`config.mk`:
```
export PLATFORM = sky130hd
export DESIGN_NAME = link_watchdog_seq
export DESIGN_NICKNAME = d
export VERILOG_FILES = /design/src/rtl/lrs_pkg.sv /design/src/rtl/lrs_tick_timer.sv /design/src/rtl/lrs_bus_master.sv /design/src/rtl/link_watchdog_seq.sv
export SDC_FILE = /design/constraint.sdc
export NUM_CORES = 1
export LEC_CHECK = 0
export ABC_AREA = 1
export BUFFER_PORTS_ARGS = -buffer_cell sky130_fd_sc_hd__buf_2
export CELL_PAD_IN_SITES_DETAIL_PLACEMENT = 1
export CELL_PAD_IN_SITES_GLOBAL_PLACEMENT = 1
export CORE_AREA = 2 2 140 142
export CTS_BUF_LIST = sky130_fd_sc_hd__clkbuf_8
export DETAILED_ROUTE_END_ITERATION = 8
export DIE_AREA = 0 0 142 144
export GPL_TIMING_DRIVEN = 0
export PLACE_DENSITY_LB_ADDON = 0.1
export SETUP_SLACK_MARGIN = 0.4
export SLEW_MARGIN = 25
export SYNTH_ARGS = -nofsm -noshare
export SYNTH_HDL_FRONTEND = slang
export SYNTH_SLANG_ARGS = --single-unit
```
`constraint.sdc`:
```
create_clock -name clk -period 3.05 [get_ports clk]
set_clock_uncertainty 0.1 [all_clocks]
set_input_delay 0.1525 -clock clk [delete_from_list [all_inputs] [get_ports clk]]
set_output_delay 0.1525 -clock clk [all_outputs]
set_load 0.01 [all_outputs]
```
`src/rtl/lrs_pkg.sv`:
```
package lrs_pkg;

  typedef enum logic [3:0] {
    ST_POLL,      // read link-control word
    ST_STAT,      // read status word on up transition
    ST_JUMP,      // read state-jump word while down
    ST_HB,        // heartbeat wait
    ST_PHY,       // PHY lane reset writes
    ST_SETTLE,    // settle wait
    ST_CLR_RD,    // error-clear read
    ST_CLR_WR,    // error-clear write back
    ST_RETRAIN,   // retrain wait
    ST_CHK_FD,    // check force-detect
    ST_CHK_OF,    // check overflow flag
    ST_CHK_ST,    // check width and speed
    ST_RETRY      // retry wait
  } lrs_state_e;

  localparam int PHY_STEPS = 4;
  localparam int CLR_STEPS = 5;

endpackage

```
`src/rtl/lrs_tick_timer.sv`:
```
module lrs_tick_timer #(
  parameter int CW = 16
) (
  input  logic          clk,
  input  logic          rst,
  input  logic          tick_i,
  input  logic          start_i,
  input  logic [CW-1:0] limit_i,
  output logic          done_o
);

  logic [CW-1:0] cnt;
  logic          armed;

  always_ff @(posedge clk) begin
    if (rst) begin
      cnt    <= '0;
      armed  <= 1'b0;
      done_o <= 1'b0;
    end else begin
      done_o <= 1'b0;
      if (start_i) begin
        cnt   <= '0;
        armed <= 1'b1;
      end else if (armed && tick_i) begin
        if (cnt == limit_i - CW'(1)) begin
          armed  <= 1'b0;
          done_o <= 1'b1;
        end else begin
          cnt <= cnt + CW'(1);
        end
      end
    end
  end

  // a wait can only end on a tick
  p_done_on_tick_r1: assert property (@(posedge clk) disable iff (rst)
    done_o |-> $past(tick_i));

endmodule

```
`src/rtl/lrs_bus_master.sv`:
```
module lrs_bus_master #(
  parameter int AW = 8,
  parameter int DW = 32
) (
  input  logic          clk,
  input  logic          rst,
  input  logic          go_i,
  input  logic          we_i,
  input  logic [AW-1:0] addr_i,
  input  logic [DW-1:0] wdata_i,
  output logic          done_o,
  output logic [DW-1:0] rdata_o,
  output logic          req_o,
  output logic          we_o,
  output logic [AW-1:0] addr_o,
  output logic [DW-1:0] wdata_o,
  input  logic          ack_i,
  input  logic [DW-1:0] rdata_i
);

  always_ff @(posedge clk) begin
    if (rst) begin
      req_o   <= 1'b0;
      we_o    <= 1'b0;
      addr_o  <= '0;
      wdata_o <= '0;
      done_o  <= 1'b0;
      rdata_o <= '0;
    end else begin
      done_o <= 1'b0;
      if (req_o && ack_i) begin
        req_o   <= 1'b0;
        done_o  <= 1'b1;
        rdata_o <= rdata_i;
      end else if (go_i && !req_o) begin
        req_o   <= 1'b1;
        we_o    <= we_i;
        addr_o  <= addr_i;
        wdata_o <= wdata_i;
      end
    end
  end

  // request held stable until acknowledged
  p_hold_req_r11: assert property (@(posedge clk) disable iff (rst)
    (req_o && !ack_i) |=> (req_o && $stable(addr_o) && $stable(we_o) && $stable(wdata_o)));

  // the sequencer never issues while an access is open
  p_single_go_r11: assert property (@(posedge clk) disable iff (rst)
    go_i |-> !req_o);

endmodule

```
`src/rtl/link_watchdog_seq.sv`:
```
module link_watchdog_seq
  import lrs_pkg::*;
#(
  parameter int AW            = 8,
  parameter int DW            = 32,
  parameter int CW            = 16,
  parameter int HB_TICKS      = 1000,
  parameter int SETTLE_TICKS  = 100,
  parameter int RETRAIN_TICKS = 500,
  parameter int RETRY_TICKS   = 1000,
  parameter logic [AW-1:0] A_CTRL   = 'h00,
  parameter logic [AW-1:0] A_STAT   = 'h04,
  parameter logic [AW-1:0] A_JUMP   = 'h08,
  parameter logic [AW-1:0] A_PHY6   = 'h10,
  parameter logic [AW-1:0] A_PHY4   = 'h14,
  parameter logic [AW-1:0] A_ERRCOR = 'h20,
  parameter logic [AW-1:0] A_EIERR  = 'h24,
  parameter logic [AW-1:0] A_DESKEW = 'h28,
  parameter logic [AW-1:0] A_IBIST  = 'h2C,
  parameter int LDN_BIT  = 1,
  parameter int FD_BIT   = 3,
  parameter int ROLL_BIT = 8,
  parameter int EI_BIT   = 3,
  parameter int DB_BIT   = 4,
  parameter int OF_BIT   = 6,
  parameter int WID_LSB  = 4,
  parameter int WID_W    = 6,
  parameter int SPD_W    = 4
) (
  input  logic             clk,
  input  logic             rst,
  input  logic             tick_i,
  output logic             bus_req_o,
  output logic             bus_we_o,
  output logic [AW-1:0]    bus_addr_o,
  output logic [DW-1:0]    bus_wdata_o,
  input  logic             bus_ack_i,
  input  logic [DW-1:0]    bus_rdata_i,
  output logic             link_up_o,
  output logic [WID_W-1:0] link_width_o,
  output logic [SPD_W-1:0] link_speed_o,
  output logic             evt_up_o,
  output logic             evt_down_o,
  output logic             recov_start_o,
  output logic             recov_retry_o,
  output logic             recov_ok_o
);

  localparam logic [DW-1:0] ONE       = DW'(1);
  localparam logic [DW-1:0] FD_MASK   = ONE << FD_BIT;
  localparam logic [DW-1:0] ROLL_MASK = ONE << ROLL_BIT;
  localparam logic [DW-1:0] EI_MASK   = ONE << EI_BIT;
  localparam logic [DW-1:0] DB_MASK   = ONE << DB_BIT;
  localparam logic [DW-1:0] OF_MASK   = ONE << OF_BIT;
  localparam int PIW = $clog2(PHY_STEPS);
  localparam int CIW = $clog2(CLR_STEPS);

  lrs_state_e       state;
  logic             pend;
  logic [PIW-1:0]   pi;
  logic [CIW-1:0]   ci;
  logic [DW-1:0]    rbuf;

  logic             cmd_go, cmd_we, bus_state, tmr_state, tmr_start, tmr_done;
  logic [AW-1:0]    cmd_addr;
  logic [DW-1:0]    cmd_wdata;
  logic [CW-1:0]    tmr_limit;
  logic             bus_done;
  logic [DW-1:0]    bus_rdata;
  logic             now_up, in_recov, stat_match;
  logic [7:0]       phy_byte;
  logic [AW-1:0]    clr_addr;
  logic [DW-1:0]    clr_data;

  // ---------------- command decode ----------------
  always_comb begin
    case (pi)
      PIW'(0): phy_byte = 8'hE0;
      PIW'(1): phy_byte = 8'h40;
      default: phy_byte = 8'h60;
    endcase
  end

  always_comb begin
    case (ci)
      CIW'(0): begin clr_addr = A_ERRCOR; clr_data = rbuf & ROLL_MASK; end
      CIW'(1): begin clr_addr = A_EIERR;  clr_data = rbuf | EI_MASK;   end
      CIW'(2): begin clr_addr = A_DESKEW; clr_data = rbuf | DB_MASK;   end
      CIW'(3): begin clr_addr = A_IBIST;  clr_data = rbuf & OF_MASK;   end
      default: begin clr_addr = A_JUMP;   clr_data = rbuf & ~FD_MASK;  end
    endcase
  end

  always_comb begin
    cmd_we    = 1'b0;
    cmd_addr  = A_CTRL;
    cmd_wdata = '0;
    bus_state = 1'b1;
    case (state)
      ST_POLL:             cmd_addr = A_CTRL;
      ST_STAT, ST_CHK_ST:  cmd_addr = A_STAT;
      ST_JUMP, ST_CHK_FD:  cmd_addr = A_JUMP;
      ST_CHK_OF:           cmd_addr = A_IBIST;
      ST_PHY: begin
        cmd_we    = 1'b1;
        cmd_addr  = (pi == PIW'(0) || pi == PIW'(PHY_STEPS-1)) ? A_PHY6 : A_PHY4;
        cmd_wdata = {{(DW-8){1'b0}}, phy_byte};
      end
      ST_CLR_RD:           cmd_addr = clr_addr;
      ST_CLR_WR: begin
        cmd_we    = 1'b1;
        cmd_addr  = clr_addr;
        cmd_wdata = clr_data;
      end
      default:             bus_state = 1'b0;
    endcase
  end

  always_comb begin
    tmr_state = 1'b1;
    case (state)
      ST_HB:      tmr_limit = CW'(HB_TICKS);
      ST_SETTLE:  tmr_limit = CW'(SETTLE_TICKS);
      ST_RETRAIN: tmr_limit = CW'(RETRAIN_TICKS);
      ST_RETRY:   tmr_limit = CW'(RETRY_TICKS);
      default: begin
        tmr_state = 1'b0;
        tmr_limit = CW'(1);
      end
    endcase
  end

  assign cmd_go     = bus_state && !pend;
  assign tmr_start  = tmr_state && !pend;
  assign now_up     = ~bus_rdata[LDN_BIT];
  assign stat_match = (bus_rdata[WID_LSB +: WID_W] == link_width_o) &&
                      (bus_rdata[0 +: SPD_W] == link_speed_o);
  assign in_recov   = !(state inside {ST_POLL, ST_STAT, ST_JUMP, ST_HB});

  // ---------------- submodules ----------------
  lrs_bus_master #(.AW(AW), .DW(DW)) i_bus (
    .clk(clk), .rst(rst),
    .go_i(cmd_go), .we_i(cmd_we), .addr_i(cmd_addr), .wdata_i(cmd_wdata),
    .done_o(bus_done), .rdata_o(bus_rdata),
    .req_o(bus_req_o), .we_o(bus_we_o), .addr_o(bus_addr_o), .wdata_o(bus_wdata_o),
    .ack_i(bus_ack_i), .rdata_i(bus_rdata_i)
  );

  lrs_tick_timer #(.CW(CW)) i_tmr (
    .clk(clk), .rst(rst), .tick_i(tick_i),
    .start_i(tmr_start), .limit_i(tmr_limit), .done_o(tmr_done)
  );

  // ---------------- sequencer ----------------
  always_ff @(posedge clk) begin
    if (rst) begin
      state         <= ST_POLL;
      pend          <= 1'b0;
      pi            <= '0;
      ci            <= '0;
      rbuf          <= '0;
      link_up_o     <= 1'b0;
      link_width_o  <= '0;
      link_speed_o  <= '0;
      evt_up_o      <= 1'b0;
      evt_down_o    <= 1'b0;
      recov_start_o <= 1'b0;
      recov_retry_o <= 1'b0;
      recov_ok_o    <= 1'b0;
    end else begin
      evt_up_o      <= 1'b0;
      evt_down_o    <= 1'b0;
      recov_start_o <= 1'b0;
      recov_retry_o <= 1'b0;
      recov_ok_o    <= 1'b0;
      if (cmd_go || tmr_start) pend <= 1'b1;
      if (bus_done || tmr_done) pend <= 1'b0;
      case (state)
        ST_POLL: if (bus_done) begin
          if (now_up && !link_up_o) begin
            state <= ST_STAT;
          end else if (!now_up) begin
            if (link_up_o) begin
              link_up_o  <= 1'b0;
              evt_down_o <= 1'b1;
            end
            state <= ST_JUMP;
          end else begin
            state <= ST_HB;
          end
        end
        ST_STAT: if (bus_done) begin
          link_width_o <= bus_rdata[WID_LSB +: WID_W];
          link_speed_o <= bus_rdata[0 +: SPD_W];
          link_up_o    <= 1'b1;
          evt_up_o     <= 1'b1;
          state        <= ST_HB;
        end
        ST_JUMP: if (bus_done) begin
          if ((bus_rdata & FD_MASK) != '0) begin
            recov_start_o <= 1'b1;
            pi            <= '0;
            state         <= ST_PHY;
          end else begin
            state <= ST_HB;
          end
        end
        ST_HB: if (tmr_done) state <= ST_POLL;
        ST_PHY: if (bus_done) begin
          if (pi == PIW'(PHY_STEPS-1)) state <= ST_SETTLE;
          else                         pi    <= pi + PIW'(1);
        end
        ST_SETTLE: if (tmr_done) begin
          ci    <= '0;
          state <= ST_CLR_RD;
        end
        ST_CLR_RD: if (bus_done) begin
          rbuf  <= bus_rdata;
          state <= ST_CLR_WR;
        end
        ST_CLR_WR: if (bus_done) begin
          if (ci == CIW'(CLR_STEPS-1)) begin
            state <= ST_RETRAIN;
          end else begin
            ci    <= ci + CIW'(1);
            state <= ST_CLR_RD;
          end
        end
        ST_RETRAIN: if (tmr_done) state <= ST_CHK_FD;
        ST_CHK_FD: if (bus_done) begin
          if ((bus_rdata & FD_MASK) != '0) begin
            recov_retry_o <= 1'b1;
            state         <= ST_RETRY;
          end else begin
            state <= ST_CHK_OF;
          end
        end
        ST_CHK_OF: if (bus_done) begin
          if ((bus_rdata & OF_MASK) != '0) begin
            recov_retry_o <= 1'b1;
            state         <= ST_RETRY;
          end else begin
            state <= ST_CHK_ST;
          end
        end
        ST_CHK_ST: if (bus_done) begin
          if (stat_match) begin
            recov_ok_o <= 1'b1;
            state      <= ST_HB;
          end else begin
            recov_retry_o <= 1'b1;
            state         <= ST_RETRY;
          end
        end
        ST_RETRY: if (tmr_done) begin
          pi    <= '0;
          state <= ST_PHY;
        end
        default: state <= ST_POLL;
      endcase
    end
  end

  // up and down events are exclusive
  p_evt_excl_r2: assert property (@(posedge clk) disable iff (rst)
    !(evt_up_o && evt_down_o));

  // an up event only follows a stored down state
  p_up_after_down_r2: assert property (@(posedge clk) disable iff (rst)
    evt_up_o |-> !$past(link_up_o));

  // width and speed are kept across a down event
  p_keep_r4: assert property (@(posedge clk) disable iff (rst)
    evt_down_o |-> ($stable(link_width_o) && $stable(link_speed_o)));

  // heartbeat polling is halted during recovery
  p_no_poll_r5: assert property (@(posedge clk) disable iff (rst)
    (in_recov && bus_req_o) |-> (bus_addr_o != A_CTRL));

  // retry and success are never reported together
  p_outcome_excl_r9: assert property (@(posedge clk) disable iff (rst)
    !(recov_retry_o && recov_ok_o));

  // no event right after reset release is driven from reset values
  p_quiet_after_reset_r12: assert property (@(posedge clk)
    $fell(rst) |-> (!evt_up_o && !evt_down_o && !bus_req_o && !link_up_o));

endmodule

```
# Yosys cells after proc, flatten, opt, wreduce, memory -nomap -nowiden
# Index checks and enable logic that the tools add are counted.
totals:
  regBits: 151
op_classes:
  addsub: 4
  n_eq_ne: 40
  mux: 62
  n_bitwise: 9
  reduce_logical: 45
ops:
  columns: ["operator", "count"]
  rows:
  - ["$pmux W32 S4", 1]
  - ["$mux W4", 16]
  - ["$pmux W32 S2", 1]
  - ["$pmux W4 S13", 1]
  - ["$ne A2 B1 Y1 const B", 15]
  - ["$pmux W10 S3", 1]
  - ["$pmux W6 S5", 1]
  - ["$pmux W6 S4", 1]
  - ["$mux W1", 22]
  - ["$mux W3", 7]
  - ["$eq A4 B4 Y1 const B", 5]
  - ["$reduce_or A2 Y1", 10]
  - ["$add A16 B1 Y16 const B", 1]
  - ["$eq A16 B16 Y1", 1]
  - ["$eq A4 B3 Y1 const B", 4]
  - ["$pmux W8 S2", 1]
  - ["$reduce_and A14 Y1", 1]
  - ["$mux W2", 6]
  - ["$sub A10 B1 Y11 const B", 1]
  - ["$reduce_and A2 Y1", 5]
  - ["$not A1 Y1", 9]
  - ["$reduce_or A9 Y1", 1]
  - ["$eq A4 B2 Y1 const B", 2]
  - ["$ne A2 B2 Y1 const B", 4]
  - ["28 further kinds", 43]

# Logic depth before layout (Yosys ltp)
depth:
  ltp_word: 8
  ltp_mapped: 20
  depth_no_buf: 19

# Cells and area by module
# Synthesis repeated with hierarchy kept, for this count alone.
hier_totals:
  cells_unflattened: 1187
  area_unflattened_um2: 7778.7
modules_own_cells:
  columns: ["mod", "instances", "cells_each", "area_per_inst_um2", "seq_area_each_um2"]
  rows:
  - ["link_watchdog_seq", 1, 444, 2967.8, 1161.1]
  - ["lrs_bus_master", 1, 411, 2905.3, 1501.4]
  - ["lrs_tick_timer", 1, 332, 1905.6, 360.3]

# Worst setup path after synthesis
# Ideal clock, no wire load.
synth_timing:
  path_kind: "register to register"
  from: "register state[2]"
  to: "register i_tmr.cnt[5]"
  setup_ns: 0.066
  t_arrival_ns: 2.259
  t_required_ns: 2.884
  path_slack_ns: 0.625
  path_stages_with_launch: 19
  path_buffers: 1
  path_cell_list: "dfxtp_1 > nor2_4 > nand2_4 > nand2_4 > nor2_4 > inv_1 > ha_1 > nand2_1 > nand3_1 > inv_1 > nand2_1 > nor2_2 > nand2_1 > nor2_4 > nand3_4 > nand2_4 > buf_12 > nand2_2 > a21oi_2"
synth_between:
  elab_chain_cells: 7
  elab_cells_between_ends: 14
  cone_classes: "1 x add/sub; 5 x eq/ne; 2 x mux; 1 x bitwise; 5 x reduce/logical"
synth_lines:
  columns: ["item", "line", "text"]
  rows:
  - ["start: declaration", "link_watchdog_seq.sv:58", "lrs_state_e state;"]
  - ["start signal: assignment", "link_watchdog_seq.sv:157", "state <= ST_POLL;"]
  - ["start signal: assignment", "link_watchdog_seq.sv:181", "state <= ST_STAT;"]
  - ["start signal: assignment", "link_watchdog_seq.sv:187", "state <= ST_JUMP;"]
  - ["$eq A4 B2 Y1 / $eq A4 B4 Y1 (equally long branches)", "link_watchdog_seq.sv:121", "case (state)"]
  - ["$reduce_or A2 Y1 (no line)", null, null]
  - ["$pmux W10 S3", "link_watchdog_seq.sv:121", null]
  - ["$sub A10 B1 Y11", "lrs_tick_timer.sv:26", "if (cnt == limit_i - CW'(1)) begin"]
  - ["$eq A16 B16 Y1", "lrs_tick_timer.sv:26", null]
  - ["$not A1 Y1 (no line)", null, null]
  - ["$reduce_and A2 Y1 (no line)", null, null]
  - ["end signal: assignment", "lrs_tick_timer.sv:30", "cnt <= cnt + CW'(1);"]
  - ["end: declaration", "lrs_tick_timer.sv:12", "logic [CW-1:0] cnt;"]
# Parallel ways exist; a longest one is shown, timed or not.
# A chain may end at the register's enable or synchronous reset.

# Worst setup path after layout
layout_timing:
  from: "register state[3]"
  to: "register i_tmr.cnt[3]"
# Same word-level chain as after synthesis.

==> impl_metrics.yaml <==
critical_path:
  crit_chain: "inv_2 > nor2_4 > nand2_4 > nand2_4 > nor2_4 > inv_1 > ha_4 > nand2_1 > nand3_1 > inv_1 > nand2_1 > nor2_2 > nand2_2 > nor2_4 > nand3_4 > nand2_8 > buf_4 > nand2_1 > a21oi_1"
  crit_slowest_cell: "dfxtp_4"
  cp.required_ps: 3340
  worstRegToRegCells: 19
  cp-end-kind: "flip-flop"
  crit_fanout: 7
  worstSetupStartpointType: "flip-flop"
  critical_path_class: "reg2reg"
  slowest_delay_ps: 410
  critical_path_arrival_ps: 2800
floorplan:
  start_util_pct: 34.25
  die-area_sq_um: 20450
  die_w_um: 142
  core_sq_um: 19080
  rows: 51
  die_h_um: 144
  io_pins: 94
run:
  cap_violations: 0
routing:
  wl_per_cell_um: 16.28
  routed_wl_um: 21130
  drc: 0
  drtAntennaViolNets: 0
  drt-initial-drc-count: 251
  via_per_inst: 4.906
  vias: 6368
  first_pass_iters: 4
cts:
  clk_pin_slew_ps: 100
  numCtsBuffers: 17
  cts_max_path_buffers: 2
  cts_tree: "built"
  cts_root_buffer: "clkbuf_8"
  cts.sinks: 147
  clk_latency_ps: 460
  h-tree-depth: 4
worst_hold_path:
  min_path_type: "in2reg"
  hold_depth: 4
global_route:
  grt_antenna_before_repair: 0
  grt_max_degree: 18
  grt_overflow: 0
  grt_usage_pct: 21.29
  grt_pass1_wl_um: 33940
  grt_pass1_vias: 6407
placed_design:
  port_buffers: 89
  post-dp-hpwl_um: 15330
  place_congestion: 0.8644
synthesis:
  yosysUniqueCellTypes: 35
  synthTopCellsByArea: "dfxtp_1, nand2_1, a21oi_1"
  yosysMostFrequentCell: "nand2_1"
  synth_top_cell_by_area: "dfxtp_1"
  synth_adder_area_share_pct: 1.915
  synth_top_family_by_area: "simple AND/OR/NAND/NOR gates"
  synth_simple_gate_area_share_pct: 28.60
  ys_async_sr_fraction_pct: 0
  synth-main-ff-cell: "dfxtp_1"
  syn_area_sq_um: 6535
  synthMuxAreaShare_pct: 0
  ys_ff_latch: 147
  syn_avg_cell_area_sq_um: 7.376
  synthXorXnorAreaFrac_pct: 2.412
  syn_inst: 886
  synth_common_cells: "nand2_1, dfxtp_1, a21oi_1, nand3_1, inv_1"
  synth-compound-area-share_pct: 14.13
  synth-edff-count: 0
  netlist.area_leader.share_pct: 45.03
  ys_warn_count: 0
  ys_seq_area_share_pct: 45.03
timing:
  slew_viol_final: 0
  setup_viol: 0
  grt_setup_unrepaired: "yes"
  relSlewSlack_pct: 51.89
  hold_viol_final: 0
  timing.final.crit_share_pct: 82.19
  fin_crit_ps: 2507
  worstMarginPinSlew_ps: 721.6
  fmax_mhz: 398.9
  setup_tns_ps: 0
pwr:
  powerDensity_nw_per_um2: 495.0
  vdd_drop_max_uv: 346.6
  finalPower_mw: 4.099
  p_leak_nw: 3.485
outcome:
  status: "completed"
finish:
  final_nets: 1093
  antenna_cells: 0
  syn2layout_area_growth_pct: 26.73
  utilization_pct: 43.41
  drive_gt1_share_pct: 20.19
-- cell families (layout without fill, tap and decap cells) --
kind of cell	Yosys count	count (layout)
adder cells (fa/ha/maj)	10	10
XOR/XNOR	18	18
flip-flops	147	147
buffers and inverters	124	295
AND/OR/NAND/NOR	414	414
other	1	4
AO/OA/AOI/OAI	172	172
-- metrics by stage --
step	setup slack, ps	hold WS [ps]	cells	area, sq um
after floorplan	625.1	155.6	889	6546
after global placement	222.8	243.7	1216	7289
after detailed placement	182.0	245.3	1216	7289
after CTS	397.9	149.1	1289	8159
after global routing	356.0	185.2	1298	8282
final	543.1	173.6	1298	8282
-- final timing paths --
kind                            slack [ps]  startpoint          endpoint
worst max register to register         540    state[3]      i_tmr.cnt[3]
worst min register to register         360     rbuf[9]           rbuf[9]
worst min-delay path                   170   bus_ack_i  i_bus.rdata_o[5]
worst max-delay path                   540    state[3]      i_tmr.cnt[3]
-- layout by cell type, fill, tap and decap left out, types with 4 or more instances in the layout --
cell type      instances
buf_4                 20
inv_6                  4
dlygate4sd3_1         33
a21oi_1               96
o21ai_0               55
inv_1                 71
xor2_1                12
ha_1                   9
dfxtp_1              143
nand4_1                9
nor2_1                51
inv_8                  4
nand3_1               89
dfxtp_4                4
a21oi_2               10
nor3_1                18
inv_2                  6
clkbuf_1              27
conb_1                 4
clkbuf_8              17
clkinv_8               4
xnor2_1                6
nand2_1              207
nand2_4                6
nor2_4                 8
nor2_2                 7
nand2_2               13
buf_2                 99
-- layout make-up --
class,instances,area [sq um]
clock buffer,17,234.0
buffer,44,216.5
tap,238,297.8
multi-input combinational,618,3139
clock inverter,15,212.7
sequential,147,2958
inverter,80,302.8
timing repair buffer,139,920.9
fill,2441,10800
-- worst max-delay path, delay by kind of cell (launching register included) --
kind | cells | cell delay [ps]
and+or+nand+nor | 13 | 1230
DFF | 1 | 410
buffers and inverters | 4 | 350
adders and majority gates | 1 | 210
AOI/OAI and AO/OA | 1 | 120
-- where the power goes --
group          internal [mW]  switching (mW)  leakage [nW]
Clock                  0.785           0.910         0.221
Sequential              1.97          0.0443          1.19
Combinational          0.141           0.245          2.07
Total                   2.90            1.20          3.48
-- repair_timing --
action                                 in CTS  in global routing
setup buffers                               8                  8
gates cloned                                0                  1
endpoints found under the hold margin      33                  0
pin swaps                                   5                  7
gates resized for setup                    13                  9
setup endpoints to repair                  16                 36
hold buffers                               33                  0
-- flip-flops by register name, indices dropped and copies added (netlist names), 3 cells and up --
name and count:
i_bus.rdata_o 32, i_bus.wdata_o 32, link_width_o 6, ci 3, i_bus.addr_o 4, link_speed_o 4, rbuf 32, i_tmr.cnt 16
state 4
-- layer usage --
layer  GRT usage, %  part of all wire, %
met1          27.47                   48
met2          36.33                   48
met3          3.775                  2.9
met5              0                    0
met4          6.632                  1.8
Note: power is estimated with default switching activity, not from simulation.
